--- src/rtl/mft_pkg.sv ---
package mft_pkg;

   typedef enum logic [1:0] {
      PH_IDLE  = 2'd0,
      PH_PEND  = 2'd1,
      PH_START = 2'd2,
      PH_DATA  = 2'd3
   } tx_phase_e;

   localparam int MFT_MIN_DATA_W = 2;

endpackage

--- src/rtl/mft_shifter.sv ---
module mft_shifter #(
   parameter int DATA_W = 8
) (
   input  logic              clk,
   input  logic              rst_n,
   input  logic              load,
   input  logic [DATA_W-1:0] load_data,
   input  logic              shift,
   output logic              sbit,
   output logic              last
);
   localparam int SR_W = DATA_W + 1;

   logic [SR_W-1:0] sr_q;
   logic [SR_W-1:0] seed;

   assign seed = {1'b1, load_data};

   if (DATA_W < mft_pkg::MFT_MIN_DATA_W) begin : g_bad_width
      $error("mft_shifter: DATA_W must be at least 2");
   end

   for (genvar i = 0; i < SR_W; i++) begin : g_cell
      logic up;
      logic q;
      if (i == SR_W - 1) begin : g_top
         assign up = 1'b0;
      end else begin : g_mid
         assign up = sr_q[i+1];
      end
      always_ff @(posedge clk or negedge rst_n) begin
         if (!rst_n)     q <= 1'b0;
         else if (load)  q <= seed[i];
         else if (shift) q <= up;
      end
      assign sr_q[i] = q;
   end

   assign sbit = sr_q[0];
   assign last = sr_q[1] && (sr_q[SR_W-1:2] == '0);

endmodule

--- src/rtl/mft_phase_ctrl.sv ---
module mft_phase_ctrl (
   input  logic clk,
   input  logic rst_n,
   input  logic wr_stb,
   input  logic tick,
   input  logic last,
   output logic load,
   output logic shift,
   output logic fin,
   output logic send,
   output logic data_ph,
   output logic pend
);
   import mft_pkg::*;

   tx_phase_e st_q, st_d;

   always_comb begin
      st_d = st_q;
      unique case (st_q)
         PH_IDLE:  if (wr_stb) st_d = PH_PEND;
         PH_PEND:  if (tick)   st_d = PH_START;
         PH_START: if (tick)   st_d = PH_DATA;
         PH_DATA:  if (tick && last) st_d = PH_IDLE;
         default:  st_d = PH_IDLE;
      endcase
   end

   always_ff @(posedge clk or negedge rst_n) begin
      if (!rst_n) st_q <= PH_IDLE;
      else        st_q <= st_d;
   end

   assign load    = wr_stb && (st_q == PH_IDLE);
   assign shift   = tick && (st_q == PH_DATA);
   assign fin     = shift && last;
   assign send    = (st_q == PH_START) || (st_q == PH_DATA);
   assign data_ph = (st_q == PH_DATA);
   assign pend    = (st_q == PH_PEND);

endmodule

--- src/rtl/mft_done_flag.sv ---
module mft_done_flag (
   input  logic clk,
   input  logic rst_n,
   input  logic set,
   input  logic clr,
   output logic flag
);
   always_ff @(posedge clk or negedge rst_n) begin
      if (!rst_n)   flag <= 1'b0;
      else if (set) flag <= 1'b1;
      else if (clr) flag <= 1'b0;
   end
endmodule

--- src/rtl/mft_frame_tx.sv ---
module mft_frame_tx #(
   parameter int DATA_W = 8
) (
   input  logic              clk,
   input  logic              rst_n,
   input  logic              tick,
   input  logic              wr_stb,
   input  logic [DATA_W-1:0] wr_data,
   input  logic              done_clr,
   output logic              txd,
   output logic              done
);
   logic load_w, shift_w, fin_w, send_w, data_w, pend_w;
   logic sbit_w, last_w;

   mft_phase_ctrl u_ctrl (
      .clk     (clk),
      .rst_n   (rst_n),
      .wr_stb  (wr_stb),
      .tick    (tick),
      .last    (last_w),
      .load    (load_w),
      .shift   (shift_w),
      .fin     (fin_w),
      .send    (send_w),
      .data_ph (data_w),
      .pend    (pend_w)
   );

   mft_shifter #(.DATA_W(DATA_W)) u_shift (
      .clk       (clk),
      .rst_n     (rst_n),
      .load      (load_w),
      .load_data (wr_data),
      .shift     (shift_w),
      .sbit      (sbit_w),
      .last      (last_w)
   );

   mft_done_flag u_flag (
      .clk   (clk),
      .rst_n (rst_n),
      .set   (fin_w),
      .clr   (done_clr),
      .flag  (done)
   );

   // Start bit while sending outside the data phase, register output in data phase, idle high.
   assign txd = send_w ? (data_w ? sbit_w : 1'b0) : 1'b1;

endmodule

--- config.mk ---
export PLATFORM = sky130hd
export DESIGN_NAME = mft_frame_tx
export DESIGN_NICKNAME = d
export VERILOG_FILES = /design/src/rtl/mft_pkg.sv /design/src/rtl/mft_shifter.sv /design/src/rtl/mft_phase_ctrl.sv /design/src/rtl/mft_done_flag.sv /design/src/rtl/mft_frame_tx.sv
export SDC_FILE = /design/constraint.sdc
export NUM_CORES = 1
export LEC_CHECK = 0
export BUFFER_PORTS_ARGS = -buffer_cell sky130_fd_sc_hd__buf_2
export CELL_PAD_IN_SITES_DETAIL_PLACEMENT = 1
export CELL_PAD_IN_SITES_GLOBAL_PLACEMENT = 1
export CORE_ASPECT_RATIO = 0.9
export CORE_UTILIZATION = 34
export CTS_CLUSTER_DIAMETER = 80
export DETAILED_ROUTE_END_ITERATION = 12
export GPL_TIMING_DRIVEN = 0
export PLACE_DENSITY = 0.76
export SLEW_MARGIN = 5
export SYNTH_ARGS = -nofsm -noshare
export SYNTH_HDL_FRONTEND = slang
export SYNTH_SLANG_ARGS = --single-unit
--- constraint.sdc ---
create_clock -name clk -period 1.45 [get_ports clk]
set_input_delay 0.29 -clock clk [delete_from_list [all_inputs] [get_ports clk]]
set_output_delay 0.29 -clock clk [all_outputs]
set_load 0.02 [all_outputs]
# --- Word level (Yosys, flattened, before mapping) ---
# Index checks and enable logic that the tools add are counted.
# W data, S select, Z words.
classes:
  eq_ne: 7
  n_mux: 27
  n_reduce_logical: 11
op_table:
  columns: ["operator", "count"]
  rows:
  - ["$mux W1", 22]
  - ["$mux W2", 4]
  - ["$pmux W2 S4", 1]
  - ["$logic_not A7 Y1", 1]
  - ["$ne A2 B2 Y1 const B", 3]
  - ["$logic_and A1 B1 Y1", 5]
  - ["$eq A2 B2 Y1 const B", 2]
  - ["$reduce_and A4 Y1", 1]
  - ["$reduce_bool A2 Y1", 2]
  - ["$eq A2 B1 Y1 const B", 1]
  - ["$logic_not A2 Y1", 1]
  - ["$ne A2 B1 Y1 const B", 1]
  - ["$logic_or A1 B1 Y1", 1]
totals:
  ff_bits: 12
  out_inout_bits: 2
  elab_cells: 56

# --- Depth between registers and ports, before layout ---
depth:
  ltp_word: 5
  depth_mapped: 7
  ltp_nobuf: 6

# --- By module ---
# From an unflattened synthesis, not the netlist that was laid out.
unflattened:
  hier_cells: 66
  hier_area_um2: 684.4
modules_own_cells:
  columns: ["module", "n_inst", "cells_each", "area_each_um2", "seq_area_each_um2"]
  rows:
  - ["mft_shifter", 1, 40, 422.9, 225.2]
  - ["mft_phase_ctrl", 1, 22, 215.2, 50.0]
  - ["mft_done_flag", 1, 3, 36.3, 25.0]
  - ["mft_frame_tx", 1, 1, 10.0, 0.0]

# --- Least setup slack after synthesis ---
# No wires, ideal clock.
synth_timing:
  path_kind: "flip-flop to flip-flop"
  from: "register u_ctrl.st_q[0]"
  to: "register u_ctrl.st_q[1]"
  arrival_ps: 1369
  required_time_ps: 1322
  path_slack_ps: -47
  stages_incl_launch_ff: 6
  period_less_slack_ps: 1497
  cell_sequence: "dfrtp_1 > ha_1 > nor3_1 > o22ai_1 > a21oi_2 > mux2_1"
synth_via:
  elab_chain_cells: 3
  word_cells_on_any_way: 10
synth_lines:
  columns: ["item", "line", "text"]
  rows:
  - ["start, declared", "mft_phase_ctrl.sv:16", "tx_phase_e st_q, st_d;"]
  - ["start signal, assigned", "mft_phase_ctrl.sv:31", "else st_q <= st_d;"]
  - ["$eq A2 B2 Y1, or another cell as far along", "mft_phase_ctrl.sv:20", "unique case (st_q)"]
  - ["$ne A2 B1 Y1 (no line) or $ne A2 B2 Y1 (tied branches)", null, null]
  - ["$reduce_and A4 Y1 (no line)", null, null]
# Several ways; a longest one is shown, not always the timed one.
# A chain may end at the register's enable or synchronous reset.

# --- Worst setup path in the final report ---
# Same ends and word-level chain as after synthesis.

==> flow_metrics.env <==
export IMPL_status="finished, violations left"
export IMPL_failed_checks="setup timing"
export IMPL_slowest_stage="dfrtp_1"
export IMPL_min_period_over_period_pct=105
export IMPL_muxShareOfSynthArea_pct=15.9
export IMPL_die_y_um=43.0
export IMPL_multi_input_area_um2=352
export IMPL_period_needed_ns=1.52
export IMPL_vias=489
export IMPL_path_class="flop to flop"
export IMPL_power_net_switching_mw=0.659
export IMPL_drt_wirelength_per_cell_um=12.8
export IMPL_hold_viol_final=0
export IMPL_drt_wl_total_um=1350
export IMPL_vdd_drop_max_uv=749
export IMPL_critPathLaunchType="flop"
export IMPL_intPower_mw=1.06
export IMPL_clk_latency_ns=0.26
export IMPL_synth_warnings=0
export IMPL_ant_nets=0
export IMPL_clockPowerShare_pct=11.7
export IMPL_synth_nets=78
export IMPL_cts_tree="yes"
export IMPL_slew_viol_final=0
export IMPL_final_nets=100
export IMPL_slowest_delay_ns=0.43
export IMPL_min_path_type="primary input to flop"
export IMPL_cp_top_family="flip-flops"
export IMPL_ys_seq_area_share_pct=47.2
export IMPL_vias_per_cell=4.66
export IMPL_cp_arrival_ns=1.67
export IMPL_relSlewSlack_pct=81.0
export IMPL_setup_viol=3
export IMPL_drt_iter0_markers=3
export IMPL_drive_above_1_share_pct=40.7
export IMPL_placed_cells=99
export IMPL_switching_share_pct=38.3
export IMPL_h_tree_depth=1
export IMPL_synth_seq_cells=12
export IMPL_yosysTopAreaCellShare_pct=47.2
export IMPL_grt_usage_pct=16.6
export IMPL_yosys_area_share_simple_pct=13.6
export IMPL_num_io_pins=15
export IMPL_synth_top_family_by_area="multiplexers"
export IMPL_synth_cell_area_um2=636
export IMPL_dp_slack_ns=-0.168
export IMPL_path_buf_inv=1
export IMPL_grt_antenna_before_repair=0
export IMPL_synth_compound_area_share_pct=11.6
export IMPL_fillCellCount=212
export IMPL_areaGrowthSynthToFinish_pct=31.7
export IMPL_synth_avg_cell_area_um2=10.4
export IMPL_grt_pass1_wl_um=2300
export IMPL_root_buffer="clkbuf_4"
export IMPL_tightest_slew_ns=0.284
export IMPL_cp_required_ns=1.60
export IMPL_die_w_um=47.6
export IMPL_crit_path_cell_trace="inv_2, ha_4, nor3_2, o22ai_1, a21oi_2, mux2_4"
export IMPL_pwr_share_comb_pct=50.3
export IMPL_fin_cells=105
export IMPL_firstDrtPassIters=3
export IMPL_synth_cell_types=18
export IMPL_synthAdderAreaFrac_pct=7.87
export IMPL_cellLeakagePower_nw=0.422
export IMPL_rsz0062_at_grt="true"
export IMPL_end_kind="flop"
export IMPL_rows=14
export IMPL_cts_buffer_depth=2
export IMPL_drc=0
export IMPL_clock_sinks=12
export IMPL_finalWorstSetupSlack_ns=-0.0661
export IMPL_critPathMaxFanout=3
export IMPL_die_area_mm2=0.00205
export IMPL_cap_violations=0
export IMPL_start_util_pct=37.0
export IMPL_hpwl_um=955
export IMPL_gp_congestion=0.729
export IMPL_grt_max_degree=13
export IMPL_n_antenna_cell=0
export IMPL_io_buffers=14
export IMPL_max_freq_mhz=660
export IMPL_skew_ns=0.00109
export IMPL_synth_largest_area_cell="dfrtp_1"
export IMPL_total_power_mw=1.72
export IMPL_synth_area_leaders="dfrtp_1 47%, mux2i_1 14%, ha_1 7.9%"
export IMPL_cts_inserted_buffers=3
export IMPL_p_seq_share_pct=38.0
export IMPL_grt_pass1_vias=524
export IMPL_coreArea_mm2=0.00172
export IMPL_regArea_um2=302
export IMPL_grt_overflow=0
export IMPL_cts_reportedPaths_clkPinSlew_ns=0.07
export IMPL_power_density_mw_per_mm2=2050
export IMPL_fin_hold_ws_ns=0.213
export IMPL_synth_xor_area_share_pct=0
export IMPL_syn_inst=61
[layer usage]
metal  part of all wire, %  vias to the layer above  GRT usage, %
met1                    49                      226          21.5
met2                    46                       10          23.3
met3                   3.3                        2          5.53
met4                   1.6                        0          10.0
met5                     0                        -             0
li1                      -                      251             -
[what timing repair did]
action,4_1_cts,5_1_grt
hold buffers,1,0
buffers inserted,2,1
resized for setup,13,1
pin swaps,2,1
endpoints found under the setup margin,11,6
hold endpoints to repair,12,0
[worst reg2reg max path: cells and delay by family, from the launching register on]
family | cells | cell delay (ns)
buffers and inverters | 1 | 0.08
adder cells (fa/ha/maj) | 1 | 0.18
flip-flops | 1 | 0.43
AO/OA/AOI/OAI | 2 | 0.25
multiplexers | 1 | 0.31
AND/OR/NAND/NOR | 1 | 0.15
[power groups by stage]
stage / Clock, mW / Combinational (mW) / Sequential (mW)
after floorplan: 0 / 0.500 / 0.598
after global placement: 0 / 0.619 / 0.627
after detailed placement: 0 / 0.646 / 0.634
after CTS: 0.205 / 0.825 / 0.653
after global routing: 0.221 / 0.962 / 0.675
final: 0.200 / 0.865 / 0.654
[synth_stat cells (all sizes together)]
cell type,instances
buf,1
o21ai,9
inv,4
ha,4
nor4b,1
dfrtp,12
a21o,1
nor3,1
and2,1
nor2,1
nand2,11
nor4,1
clkbuf,1
mux2i,9
o22ai,2
a21oi,1
mux2,1
[path summary, 6_finish.rpt]
path	start	end	slack (ns)	depth (start not counted)
max in group asynchronous	rst_n	u_ctrl.st_q[1]	0.78	2
max	u_ctrl.st_q[0]	u_ctrl.st_q[1]	-0.07	6
min	done_clr	u_flag.flag	0.21	2
min reg2reg	u_flag.flag	u_flag.flag	0.53	2
min in group asynchronous	rst_n	u_flag.flag	0.44	2
max reg2reg	u_ctrl.st_q[0]	u_ctrl.st_q[1]	-0.07	6
[flip-flops by register name (all words and copies together) (netlist names)]
signal and cells:
u_shift.g_cell.up 8, u_ctrl.st_q 2, u_flag.flag 1, u_shift.sbit 1
[cells by family after synthesis]
kind of cell             Yosys count
flip-flops                        12
multiplexers                      10
AND/OR/NAND/NOR                   16
AO/OA/AOI/OAI                     13
buffers and inverters              6
adder cells (fa/ha/maj)            4
[cell type report]
cell class	count	area share (%)
multi-input combinational	43	42.0
inverter	4	1.79
clock buffer	3	2.69
sequential	12	36.0
tap	24	3.59
timing repair buffer	18	13.0
buffer	1	0.897
[placed cells by master, fill, tap and decap left out, drive strengths merged]
cell type    instances
nor3                 1
nor2                 1
nand2               11
o21ai                9
inv                  4
buf                 18
and2                 1
o22ai                2
ha                   4
a21oi                1
dlygate4sd3          1
nor4                 1
a21o                 1
dfrtp               12
mux2                 1
mux2i                9
nor4b                1
clkbuf               3
[stage by stage]
step | area, um^2 | util (%) | TNS [ns]
2_1_floorplan | 638 | - | 0
3_3_place_gp | 738 | 43.0 | -1.14
3_5_place_dp | 738 | 43.0 | -1.34
4_1_cts | 826 | 48.1 | -0.119
5_1_grt | 837 | 48.8 | -0.464
6_report | 837 | 48.8 | -0.129
Note: power is estimated with default switching activity, not from simulation.
